**config.mk**
```make
export PLATFORM = sky130hd
export DESIGN_NAME = shalu_core
export DESIGN_NICKNAME = d
export VERILOG_FILES = /design/src/rtl/shalu_pkg.sv /design/src/rtl/shalu_decode.sv /design/src/rtl/shalu_lsr.sv /design/src/rtl/shalu_neg.sv /design/src/rtl/shalu_core.sv
export SDC_FILE = /design/constraint.sdc
export NUM_CORES = 1
export LEC_CHECK = 0
export CAP_MARGIN = 10
export CORE_UTILIZATION = 39
export DETAILED_ROUTE_END_ITERATION = 10
export GPL_TIMING_DRIVEN = 0
export PLACE_DENSITY = 0.88
export SLEW_MARGIN = 5
export SYNTH_ARGS = -nofsm -noshare
export SYNTH_HDL_FRONTEND = slang
export SYNTH_SLANG_ARGS = --single-unit
```
**constraint.sdc**
```tcl
create_clock -name clk -period 2.5 [get_ports clk]
set_input_delay 0.5 -clock clk [delete_from_list [all_inputs] [get_ports clk]]
set_output_delay 0.5 -clock clk [all_outputs]
set_load 0.005 [all_outputs]
```
**src/rtl/shalu_pkg.sv**
```systemverilog
package shalu_pkg;

  localparam int STAT_W = 8;

  localparam int FLG_C = 0;
  localparam int FLG_Z = 1;
  localparam int FLG_N = 2;
  localparam int FLG_V = 3;
  localparam int FLG_S = 4;
  localparam int FLG_H = 5;
  localparam int FLG_T = 6;
  localparam int FLG_I = 7;

  typedef enum logic [1:0] {
    OP_NONE = 2'd0,
    OP_LSR  = 2'd1,
    OP_NEG  = 2'd2
  } op_kind_e;

  typedef struct packed {
    logic h;
    logic s;
    logic v;
    logic n;
    logic z;
    logic c;
  } flags_t;

endpackage

```
**src/rtl/shalu_decode.sv**
```systemverilog
module shalu_decode
  import shalu_pkg::*;
#(
  parameter int              OPC_W   = 16,
  parameter logic [OPC_W-1:0] OPC_MASK = 16'hFE0F,
  parameter logic [OPC_W-1:0] LSR_PAT  = 16'h9406,
  parameter logic [OPC_W-1:0] NEG_PAT  = 16'h9401,
  parameter int              DST_LSB = 4,
  parameter int              DST_W   = 5
) (
  input  logic             valid_i,
  input  logic [OPC_W-1:0] opcode_i,
  output op_kind_e         kind_o,
  output logic [DST_W-1:0] dest_o
);

  localparam int DST_MSB = DST_LSB + DST_W - 1;

  logic [OPC_W-1:0] masked;
  logic             is_lsr;
  logic             is_neg;

  assign masked = opcode_i & OPC_MASK;
  assign is_lsr = (masked == LSR_PAT);
  assign is_neg = (masked == NEG_PAT);
  assign dest_o = opcode_i[DST_MSB:DST_LSB];

  always_comb begin
    kind_o = OP_NONE;
    if (valid_i) begin
      if (is_lsr)      kind_o = OP_LSR;
      else if (is_neg) kind_o = OP_NEG;
    end
  end

endmodule

```
**src/rtl/shalu_lsr.sv**
```systemverilog
module shalu_lsr
  import shalu_pkg::*;
#(
  parameter int DATA_W = 8
) (
  input  logic [DATA_W-1:0] a_i,
  output logic [DATA_W-1:0] res_o,
  output flags_t            flg_o
);

  always_comb begin
    res_o     = {1'b0, a_i[DATA_W-1:1]};
    flg_o.c   = a_i[0];
    flg_o.n   = 1'b0;
    flg_o.z   = (res_o == '0);
    flg_o.v   = flg_o.n ^ flg_o.c;
    flg_o.s   = flg_o.n ^ flg_o.v;
    flg_o.h   = 1'b0;
  end

endmodule

```
**src/rtl/shalu_neg.sv**
```systemverilog
module shalu_neg
  import shalu_pkg::*;
#(
  parameter int DATA_W = 8,
  parameter int HALF_BIT = 3
) (
  input  logic [DATA_W-1:0] a_i,
  output logic [DATA_W-1:0] res_o,
  output flags_t            flg_o
);

  localparam logic [DATA_W-1:0] MOST_NEG = {1'b1, {(DATA_W-1){1'b0}}};

  always_comb begin
    res_o   = '0 - a_i;
    flg_o.z = (res_o == '0);
    flg_o.n = res_o[DATA_W-1];
    flg_o.v = (res_o == MOST_NEG);
    flg_o.s = flg_o.n ^ flg_o.v;
    flg_o.c = (res_o != '0);
    flg_o.h = res_o[HALF_BIT] | a_i[HALF_BIT];
  end

endmodule

```
**src/rtl/shalu_core.sv**
```systemverilog
module shalu_core
  import shalu_pkg::*;
#(
  parameter int DATA_W = 8,
  parameter int OPC_W  = 16,
  parameter int DST_W  = 5
) (
  input  logic              clk,
  input  logic              rst,
  input  logic              in_valid,
  input  logic [OPC_W-1:0]  opcode,
  input  logic [DATA_W-1:0] operand,
  input  logic [STAT_W-1:0] status_in,
  output logic              out_valid,
  output logic [DATA_W-1:0] result,
  output logic [STAT_W-1:0] status_out,
  output logic [DST_W-1:0]  out_dest
);

  op_kind_e          kind;
  op_kind_e          kind_q;
  logic [DST_W-1:0]  dest;
  logic [DATA_W-1:0] lsr_res;
  logic [DATA_W-1:0] neg_res;
  flags_t            lsr_flg;
  flags_t            neg_flg;
  logic [DATA_W-1:0] res_nxt;
  logic [STAT_W-1:0] stat_nxt;
  logic              armed;

  shalu_decode #(
    .OPC_W (OPC_W),
    .DST_W (DST_W)
  ) u_dec (
    .valid_i  (in_valid),
    .opcode_i (opcode),
    .kind_o   (kind),
    .dest_o   (dest)
  );

  shalu_lsr #(.DATA_W(DATA_W)) u_lsr (
    .a_i   (operand),
    .res_o (lsr_res),
    .flg_o (lsr_flg)
  );

  shalu_neg #(.DATA_W(DATA_W)) u_neg (
    .a_i   (operand),
    .res_o (neg_res),
    .flg_o (neg_flg)
  );

  // Merge: untouched flags fall through from status_in.
  always_comb begin
    res_nxt  = operand;
    stat_nxt = status_in;
    unique case (kind)
      OP_LSR: begin
        res_nxt         = lsr_res;
        stat_nxt[FLG_C] = lsr_flg.c;
        stat_nxt[FLG_Z] = lsr_flg.z;
        stat_nxt[FLG_N] = lsr_flg.n;
        stat_nxt[FLG_V] = lsr_flg.v;
        stat_nxt[FLG_S] = lsr_flg.s;
      end
      OP_NEG: begin
        res_nxt         = neg_res;
        stat_nxt[FLG_C] = neg_flg.c;
        stat_nxt[FLG_Z] = neg_flg.z;
        stat_nxt[FLG_N] = neg_flg.n;
        stat_nxt[FLG_V] = neg_flg.v;
        stat_nxt[FLG_S] = neg_flg.s;
        stat_nxt[FLG_H] = neg_flg.h;
      end
      default: ;
    endcase
  end

  always_ff @(posedge clk) begin
    if (rst) begin
      out_valid  <= 1'b0;
      result     <= '0;
      status_out <= '0;
      out_dest   <= '0;
      kind_q     <= OP_NONE;
      armed      <= 1'b0;
    end else begin
      out_valid  <= (kind != OP_NONE);
      result     <= res_nxt;
      status_out <= stat_nxt;
      out_dest   <= dest;
      kind_q     <= kind;
      armed      <= 1'b1;
    end
  end

  AST_PASS_THROUGH: assert property (@(posedge clk) disable iff (rst)
    armed && !out_valid |-> status_out == $past(status_in) && result == $past(operand));

  AST_KEEP_TI: assert property (@(posedge clk) disable iff (rst)
    armed |-> status_out[FLG_I:FLG_T] == $past(status_in[FLG_I:FLG_T]));

  AST_SIGN_XOR: assert property (@(posedge clk) disable iff (rst)
    armed && out_valid |-> status_out[FLG_S] == (status_out[FLG_N] ^ status_out[FLG_V]));

  AST_LSR_TOP: assert property (@(posedge clk) disable iff (rst)
    armed && kind_q == OP_LSR |-> !result[DATA_W-1] && !status_out[FLG_N]
                                  && status_out[FLG_H] == $past(status_in[FLG_H]));

  AST_NEG_CARRY: assert property (@(posedge clk) disable iff (rst)
    armed && kind_q == OP_NEG |-> status_out[FLG_C] == (result != '0));

  AST_VALID_LAT: assert property (@(posedge clk) disable iff (rst)
    armed |-> out_valid == ($past(in_valid) && ($past(opcode[3:0]) == 4'h6 || $past(opcode[3:0]) == 4'h1)
                            && $past(opcode[15:9]) == 7'b1001010));

endmodule

```
Yosys cells after proc, flatten, opt, wreduce, memory -nomap -nowiden

Index checks and enable logic that the tools add are counted.

Bits in latches: 0
Output and inout port bits: 22
Memories kept: 0
Register bits after elaboration: 22
ROM bits: 0
Bits in writable memories: 0
Input bits: 35

Multipliers: 0
Eq/ne operators: 5
Bitwise operators: 2
Mux-type cells: 6
Magnitude comparators: 0
Add/sub/neg operators: 1
Shifts and indexed selects: 0
Div/mod/pow operators: 0
Reduce and logical (&&, ||, !) cells: 4

Operator list:

| operator                                        | number |
|---|---|
| == test 11 bit, second input constant           | 2 |
| case mux 8 bit (2 select lines)                 | 1 |
| case mux 5 bit (2 select lines)                 | 1 |
| == test 8 bit, second input constant            | 1 |
| zero test 8 bit                                 | 1 |
| nonzero test 8 bit                              | 1 |
| subtractor 1 x 8 -> 8 bit, first input constant | 1 |
| zero test 7 bit                                 | 1 |
| two-way mux 2 bit                               | 3 |
| == test 2 x 1 -> 1 bit, second input constant   | 1 |
| == test 2 bit, second input constant            | 1 |
| nonzero test 2 bit                              | 1 |
| two-way mux 1 bit                               | 1 |
| bitwise OR 1 bit                                | 1 |
| XOR 1 bit                                       | 1 |

Logic depth before layout (Yosys ltp)

Gate-level depths: netlist of the first run.

Depth after elaboration: 6
Mapped depth: 7
Gate-level depth less buffers: 7

Hierarchy

Synthesis of the first run repeated with hierarchy kept, for this count alone.

Cells, all modules: 144
Area, all modules: 1382.6 sq um

By module, submodules not included:

| module       | instances | seq. area each (sq um) | area each (sq um) | cells each |
|---|---|---|---|---|
| shalu_core   | 1         | 440.4                  | 929.6             | 83 |
| shalu_neg    | 1         | 0.0                    | 235.2             | 34 |
| shalu_lsr    | 1         | 0.0                    | 121.4             | 16 |
| shalu_decode | 1         | 0.0                    | 96.3              | 11 |

Worst setup path before layout of the first run

Ideal clock, no wire load.

Path type: input-to-reg
Start point: in operand[0]
End point: reg status_out[3]
Path buffers: 0
Path slack: 0.357 ns
Data required time: 2.426 ns
Stages: 7
Data arrival time: 2.069 ns
Library setup time: 0.074 ns
Cell sequence: inv_1 -> ha_1 -> or3b_2 -> o211ai_1 -> o2111ai_1 -> or3_1 -> a31oi_1

Word-level cells in the longest chain between the ends: 3

RTL lines:

| what                              | line             | source |
|---|---|---|
| from (decl)                       | shalu_core.sv:12 | `input logic [DATA_W-1:0] operand,` |
| subtractor 1 x 8 -> 8 bit         | shalu_neg.sv:15  | `res_o = '0 - a_i;` |
| == test 8 bit                     | shalu_neg.sv:18  | `flg_o.v = (res_o == MOST_NEG);` |
| case mux 5 bit (2 select lines) * | shalu_core.sv:57 | `unique case (kind)` |
| to (signal assigned)              | shalu_core.sv:90 | `status_out <= stat_nxt;` |
| to (decl)                         | shalu_core.sv:16 | `output logic [STAT_W-1:0] status_out,` |

Mark *: on every way between the ends. The rest lies on a longest branch, timed or not.
A chain may end at the register's enable or synchronous reset.

Final worst setup path of the first run

Start point: in operand[3]
End point: reg status_out[3]

Word-level cells in the longest chain between the ends: 3

RTL lines:

| what                            | line |
|---|---|
| subtractor 1 x 8 -> 8 bit       | shalu_neg.sv:15 |
| == test 8 bit                   | shalu_neg.sv:18 |
| case mux 5 bit (2 select lines) | shalu_core.sv:57 |

Every way passes these cells.

==> run summary, run 1 <==
CP Launch Type: primary input
Clock share of power: 26.7%
Most frequent cells in the layout: clkdlybuf4s50_1 (52), dfxtp_1 (22), a21oi_1 (13)
Crit path DAT: 2.69 ns
Via count: 1086
Syn Area/Cell: 9.02 sq um
Critical-path cell list: clkdlybuf4s50_1 > or4_4 > nor4_1 > o2111ai_1 > or3_1 > a31oi_1
Switching pwr: 0.162 mW
Mapped cell area: 1080 sq um
Crit path capture: status_out[3]
Hold slack final: 0.636 ns
Synth unique cells: 38
Hold Fails Final Rpt: 0
Ports: 57
Unrepaired setup endpoints after global routing: false
Least-Margin Pin Slew: 0.635 ns
Critical path class: in2reg
Synth top area cells: dfxtp_1 (41%), a21oi_1 (6.0%), nor2b_1 (4.0%)
Top cell type by total area after synthesis: dfxtp_1
Max IR drop VDD: 303 uV
Post-Synth Adder-Cell Area: 3.47%
Hpwl dp: 2150 um
Power Dens Cells: 418 nW/um^2
Gr ovfl total: 0
Worst EP required: 2.73 ns
Flop pwr share: 52.3%
Mux share of post-synthesis cell area: 0.925%
Max clock buf depth: 2
Setup crit start: operand[3]
Total GRT Usage: 19.7%
Hold Path Stages: 3
Tcrit/Tclk final: 98.4%
Core area: 2540 sq um
Power Internal: 0.551 mW
Slowest CP cell: or4_4
Die ar.: 2990 sq um
Vias per std cell: 5.22
Die outline height: 54.7 um
Max incr delay on CP: 0.62 ns
Commonest non-fill, non-tap cell in the layout: clkdlybuf4s50_1
DRT iter0 DRCs: 9
YS warnings: 0
First-pass DRT Iterations: 4
Slew Viols, Final: 0
Crit. End Element: flop
CTS tree: done
Max H-tree Level: 1
Nets@finish: 217
Post-Syn Nets: 158
#FFs+latches synth: 22
Final ANT Viol Nets: 0
Area growth, synth to finish: 57.6%
Worst min-delay path class: in2reg
Global-route wire length before repair: 4220 um
Initial core utilization: 42.5%
Leak: 0.640 nW
Final setup fails: 0
Post-route DRC: 0
Routed WL per cell: 13.3 um
Max Cap Viol: 0
HP Start: operand[6]
Fraction of layout cells with a size suffix above 1: 8.99%
Top-area cell type share of the netlist area: 40.7%
CTS Buf Count: 3
Syn Inst Count: 120
CTS Sinks: 22
Pin count of the biggest net entering global routing: 13
Relative max-transition margin: 57.4%
Crit Path Max Fanout: 7
Switching share of power: 22.8%
Routed WL: 2770 um
Setup TNS: 0 ns
Gpl congestion: 0.852
Synth Area in Compound Gates: 16.1%
Final Util: 67.0%
Register area share after synthesis: 40.7%
Logic pwr share: 21.0%
Layout fillers: 195
Clock-pin transition on the worst setup and hold timing paths: 0.12 ns
Final worst path period need: 2.46 ns
Initial antenna violation count: 0
Post-placement cell count: 204
Final Instance Count excl. Fillers: 208
Status: finished clean
Floorplan row count: 18
Post-Synth XOR/XNOR Area: 2.43%
Die W: 54.7 um
Vias in the first global route: 991
Main combinational cell family by area after synthesis: simple AND/OR/NAND/NOR gates
Max Clock Freq: 0.407 GHz
I/O Buffers: 54
ANT cells: 0
Synth Area in Simple Gates: 31.2%
Clock root cell: clkbuf_4
critical path, delay by kind of cell:
| family | cells | cell delay [ns] |
|---|---|---|
| AND/OR/NAND/NOR | 3 | 1.25 |
| buffers and inverters | 1 | 0.53 |
| AO/OA/AOI/OAI | 2 | 0.41 |
state kept, by name, summed over array words and instances, names as in the netlist:
register    cells
result          8
status_out      8
out_valid       1
out_dest        5
power by group through the flow:
stage               sequential [mW]  clock, mW  combinational [mW]
finish                        0.373      0.190               0.150
global route                  0.375      0.213               0.164
CTS                           0.373      0.193               0.151
detailed placement            0.381          0               0.150
global placement              0.380          0               0.147
floorplan                     0.384          0              0.0460
logic make-up after synthesis:
| group | count (synthesis) |
|---|---|
| and+or+nand+nor | 50 |
| AOI/OAI and AO/OA | 29 |
| DFF | 22 |
| buffers and inverters | 12 |
| xor gates and xnor gates | 3 |
| adders and majority gates | 3 |
| muxes | 1 |
worst min path at each step:
stage / endpoint / slack, ns
final: result[6] / 0.64
after global routing: result[6] / 0.66
after CTS: result[6] / 0.63
after detailed placement: result[6] / 0.96
after global placement: result[6] / 0.94
after floorplan: out_dest[0] / 0.57
metal layers:
metal	vias up	GRT usage [%]	wire length (um)
met5	-	0	0
met4	0	7.69	46
met3	4	3.89	178
met2	39	36.3	1430
met1	494	21.7	1120
li1	549	-	-
synth_stat cells:
cell type,n
or2b_2,1
or3b_4,1
a31oi_1,3
or4_1,1
xnor2_1,2
nor4_2,1
dfxtp_1,22
nor2b_1,7
a22oi_1,3
or4_4,2
clkbuf_1,5
buf_6,1
or3b_1,1
o2111ai_1,1
o211ai_1,1
nor4_1,3
nor4_4,2
a21oi_1,13
o21ai_0,5
or3b_2,1
ha_1,3
nand3b_1,2
and2_1,1
nand3_1,1
xor2_1,1
a211oi_1,1
nand4bb_1,1
or3_1,2
inv_1,5
a32oi_1,1
buf_4,1
nand2_1,9
nor3_1,6
mux2i_1,1
nor2_1,6
or3_2,1
o211a_1,1
nand4b_1,1
stage by stage:
stage | power (mW) | area (sq um) | setup WS [ns]
after global placement | 0.527 | 1660 | -0.343
after floorplan | 0.430 | 1080 | 0.357
after global routing | 0.752 | 1710 | 0.0175
after CTS | 0.717 | 1710 | 0.0727
after detailed placement | 0.531 | 1660 | -0.432
final | 0.713 | 1710 | 0.0412
final cells by class:
| cell class | instances | area [sq um] | share of cell area, % |
|---|---|---|---|
| clock buffers | 4 | 36.3 | 2.13 |
| plain buffers | 7 | 37.5 | 2.20 |
| inverters | 5 | 18.8 | 1.10 |
| well taps | 30 | 37.5 | 2.20 |
| multi-input cells | 86 | 597 | 35.0 |
| repair buffers | 54 | 538 | 31.5 |
| flip-flops and latches | 22 | 440 | 25.8 |
what timing repair did:
item,in CTS,in global routing
resized for setup,4,0
buffers inserted,0,0
hold buffers,0,0
endpoints found under the setup margin,2,0
(Power assumes the default switching activity.)
==> inputs of run 2 (changes only) <==
- GPL_TIMING_DRIVEN: 0 -> unset
- SLEW_MARGIN: 5 -> unset
==> run summary, run 2 (synthesis gave the netlist of run 1 again) <==
Final Util: 71.8% (+4.8 points)
Top Family by Delay on Critical Path: simple AND/OR/NAND/NOR gates
Commonest non-fill, non-tap cell in the layout: clkdlybuf4s50_1
Vias in the first global route: 1168 (+18%)
Global-route wire length before repair: 5040 um (+20%)
Clock root cell: clkbuf_4
Hold slack final: 0.730 ns (+0.0940 ns)
Final worst path period need: 2.46 ns (+0.00342 ns)
Nets@finish: 231 (+6.5%)
Max Cap Viol: 0 (unchanged)
Via count: 1213 (+12%)
Routed WL per cell: 15.2 um (+14%)
CTS tree: done
Vias per std cell: 5.46 (+4.7%)
Total GRT Usage: 24.2% (+4.5 points)
Final ANT Viol Nets: 0 (unchanged)
Worst EP required: 2.74 ns (about the same)
Switching share of power: 23.9% (+1.1 points)
Max Clock Freq: 0.406 GHz (-0.14%)
Crit path DAT: 2.70 ns (about the same)
I/O Buffers: 56 (+3.7%)
Routed WL: 3380 um (+22%)
Pin count of the biggest net entering global routing: 23 (+10)
Total power: 0.744 mW (+4.4%)
Worst min-delay path class: in2reg
Floorplan row count: 18 (unchanged)
Most frequent cells in the layout: clkdlybuf4s50_1 (56), dfxtp_1 (22), buf_4 (19)
Unrepaired setup endpoints after global routing: false
Area growth, synth to finish: 68.9%
Core area: 2540 sq um (unchanged)
Final setup fails: 0 (unchanged)
Switching pwr: 0.178 mW (+9.3%)
Initial antenna violation count: 0 (unchanged)
Max incr delay on CP: 0.62 ns (about the same)
Power Internal: 0.567 mW (+2.9%)
Least-Margin Pin Slew: 0.830 ns (+0.195 ns)
Flop pwr share: 50.1% (-2.2 points)
Fraction of layout cells with a size suffix above 1: 17.2% (+8.2 points)
Setup TNS: 0 ns (unchanged)
DRT iter0 DRCs: 43 (+34)
Leak: 0.711 nW (+11%)
CTS Buf Count: 3 (unchanged)
ANT cells: 0 (unchanged)
Slowest CP cell: or4_4
Max clock buf depth: 2 (unchanged)
Logic pwr share: 23.1% (+2.1 points)
Power Dens Cells: 407 nW/um^2 (-2.6%)
Slew Viols, Final: 0 (unchanged)
Post-route setup slack: 0.0378 ns (-0.00342 ns)
Pre-CTS WS: -0.312 ns (+0.121 ns)
WP buf/inv: 1 (unchanged)
Gpl congestion: 0.995 (+17%)
Clock share of power: 26.8% (about the same)
Critical-path cell list: clkdlybuf4s50_1 > or4_4 > nor4_2 > o2111ai_1 > or3_1 > a31oi_1
Initial core utilization: 42.5% (unchanged)
Crit. End Element: flop
Max H-tree Level: 1 (unchanged)
Critical path class: in2reg
CTS Sinks: 22 (unchanged)
Die W: 54.7 um (unchanged)
Status: finished clean
Gr ovfl total: 0 (unchanged)
Crit Path Max Fanout: 4 (-3)
Clock-pin transition on the worst setup and hold timing paths: 0.13 ns (about the same)
CP Launch Type: primary input
Biggest regs: result (8), status_out (8), out_dest (5)
Die outline height: 54.7 um (unchanged)
Hpwl dp: 2560 um (+19%)
Hold Fails Final Rpt: 0 (unchanged)
Relative max-transition margin: 44.5% (-13 points)
Ports: 57 (unchanged)
First-pass DRT Iterations: 4 (unchanged)
Max IR drop VDD: 361 uV (+19%)
Post-route DRC: 0 (unchanged)
Tcrit/Tclk final: 98.5% (+0.14 points)
Die ar.: 2990 sq um (unchanged)
[run 2: power by group through the flow]
| stage | clock network [mW] | registers, mW | logic (mW) |
|---|---|---|---|
| 2_1_floorplan | 0 | 0.384 | 0.0460 |
| 3_3_place_gp | 0 | 0.380 | 0.163 |
| 3_5_place_dp | 0 | 0.381 | 0.170 |
| 4_1_cts | 0.207 | 0.373 | 0.171 |
| 5_1_grt | 0.219 | 0.375 | 0.185 |
| 6_report | 0.199 | 0.373 | 0.172 |
[run 2: cell type report]
type | instances | area [sq um]
Inverter | 5 | 18.8
Timing Repair Buffer | 75 | 703
Clock buffer | 4 | 36.3
Tap cell | 30 | 37.5
Fill cell | 173 | 717
Sequential cell | 22 | 440
Multi-Input combinational cell | 86 | 592
[run 2: path summary, 6_finish.rpt]
kind              cells past startpoint  slack, ns             to          from
setup / recovery                      6       0.04  status_out[3]    operand[1]
hold / removal                        3       0.73  status_out[2]  status_in[2]
[run 2: metal layers]
metal | track usage [%] | part of all wire, % | vias up
met5 | 0 | 0 | -
met4 | 15.8 | 3.4 | 0
met3 | 4.17 | 6.7 | 10
met2 | 43.4 | 50 | 64
met1 | 25.5 | 39 | 563
li1 | - | - | 576
[run 2: what timing repair did]
item                                    in CTS  in global routing
resized for setup                            0                  1
endpoints found under the setup margin       0                  1
setup buffers                                0                  0
hold buffers                                 0                  0
[run 2: stage by stage]
step	area [sq um]	cells
after floorplan	1080	120
after global placement	1790	218
after detailed placement	1790	218
after CTS	1820	222
after global routing	1830	222
final	1830	222
==> inputs of run 3 (changes only) <==
- CTS_CLUSTER_SIZE: unset -> 10
==> results of run 3 <==
Same layout as run 2: the final DEF is identical, and so are final timing and power.
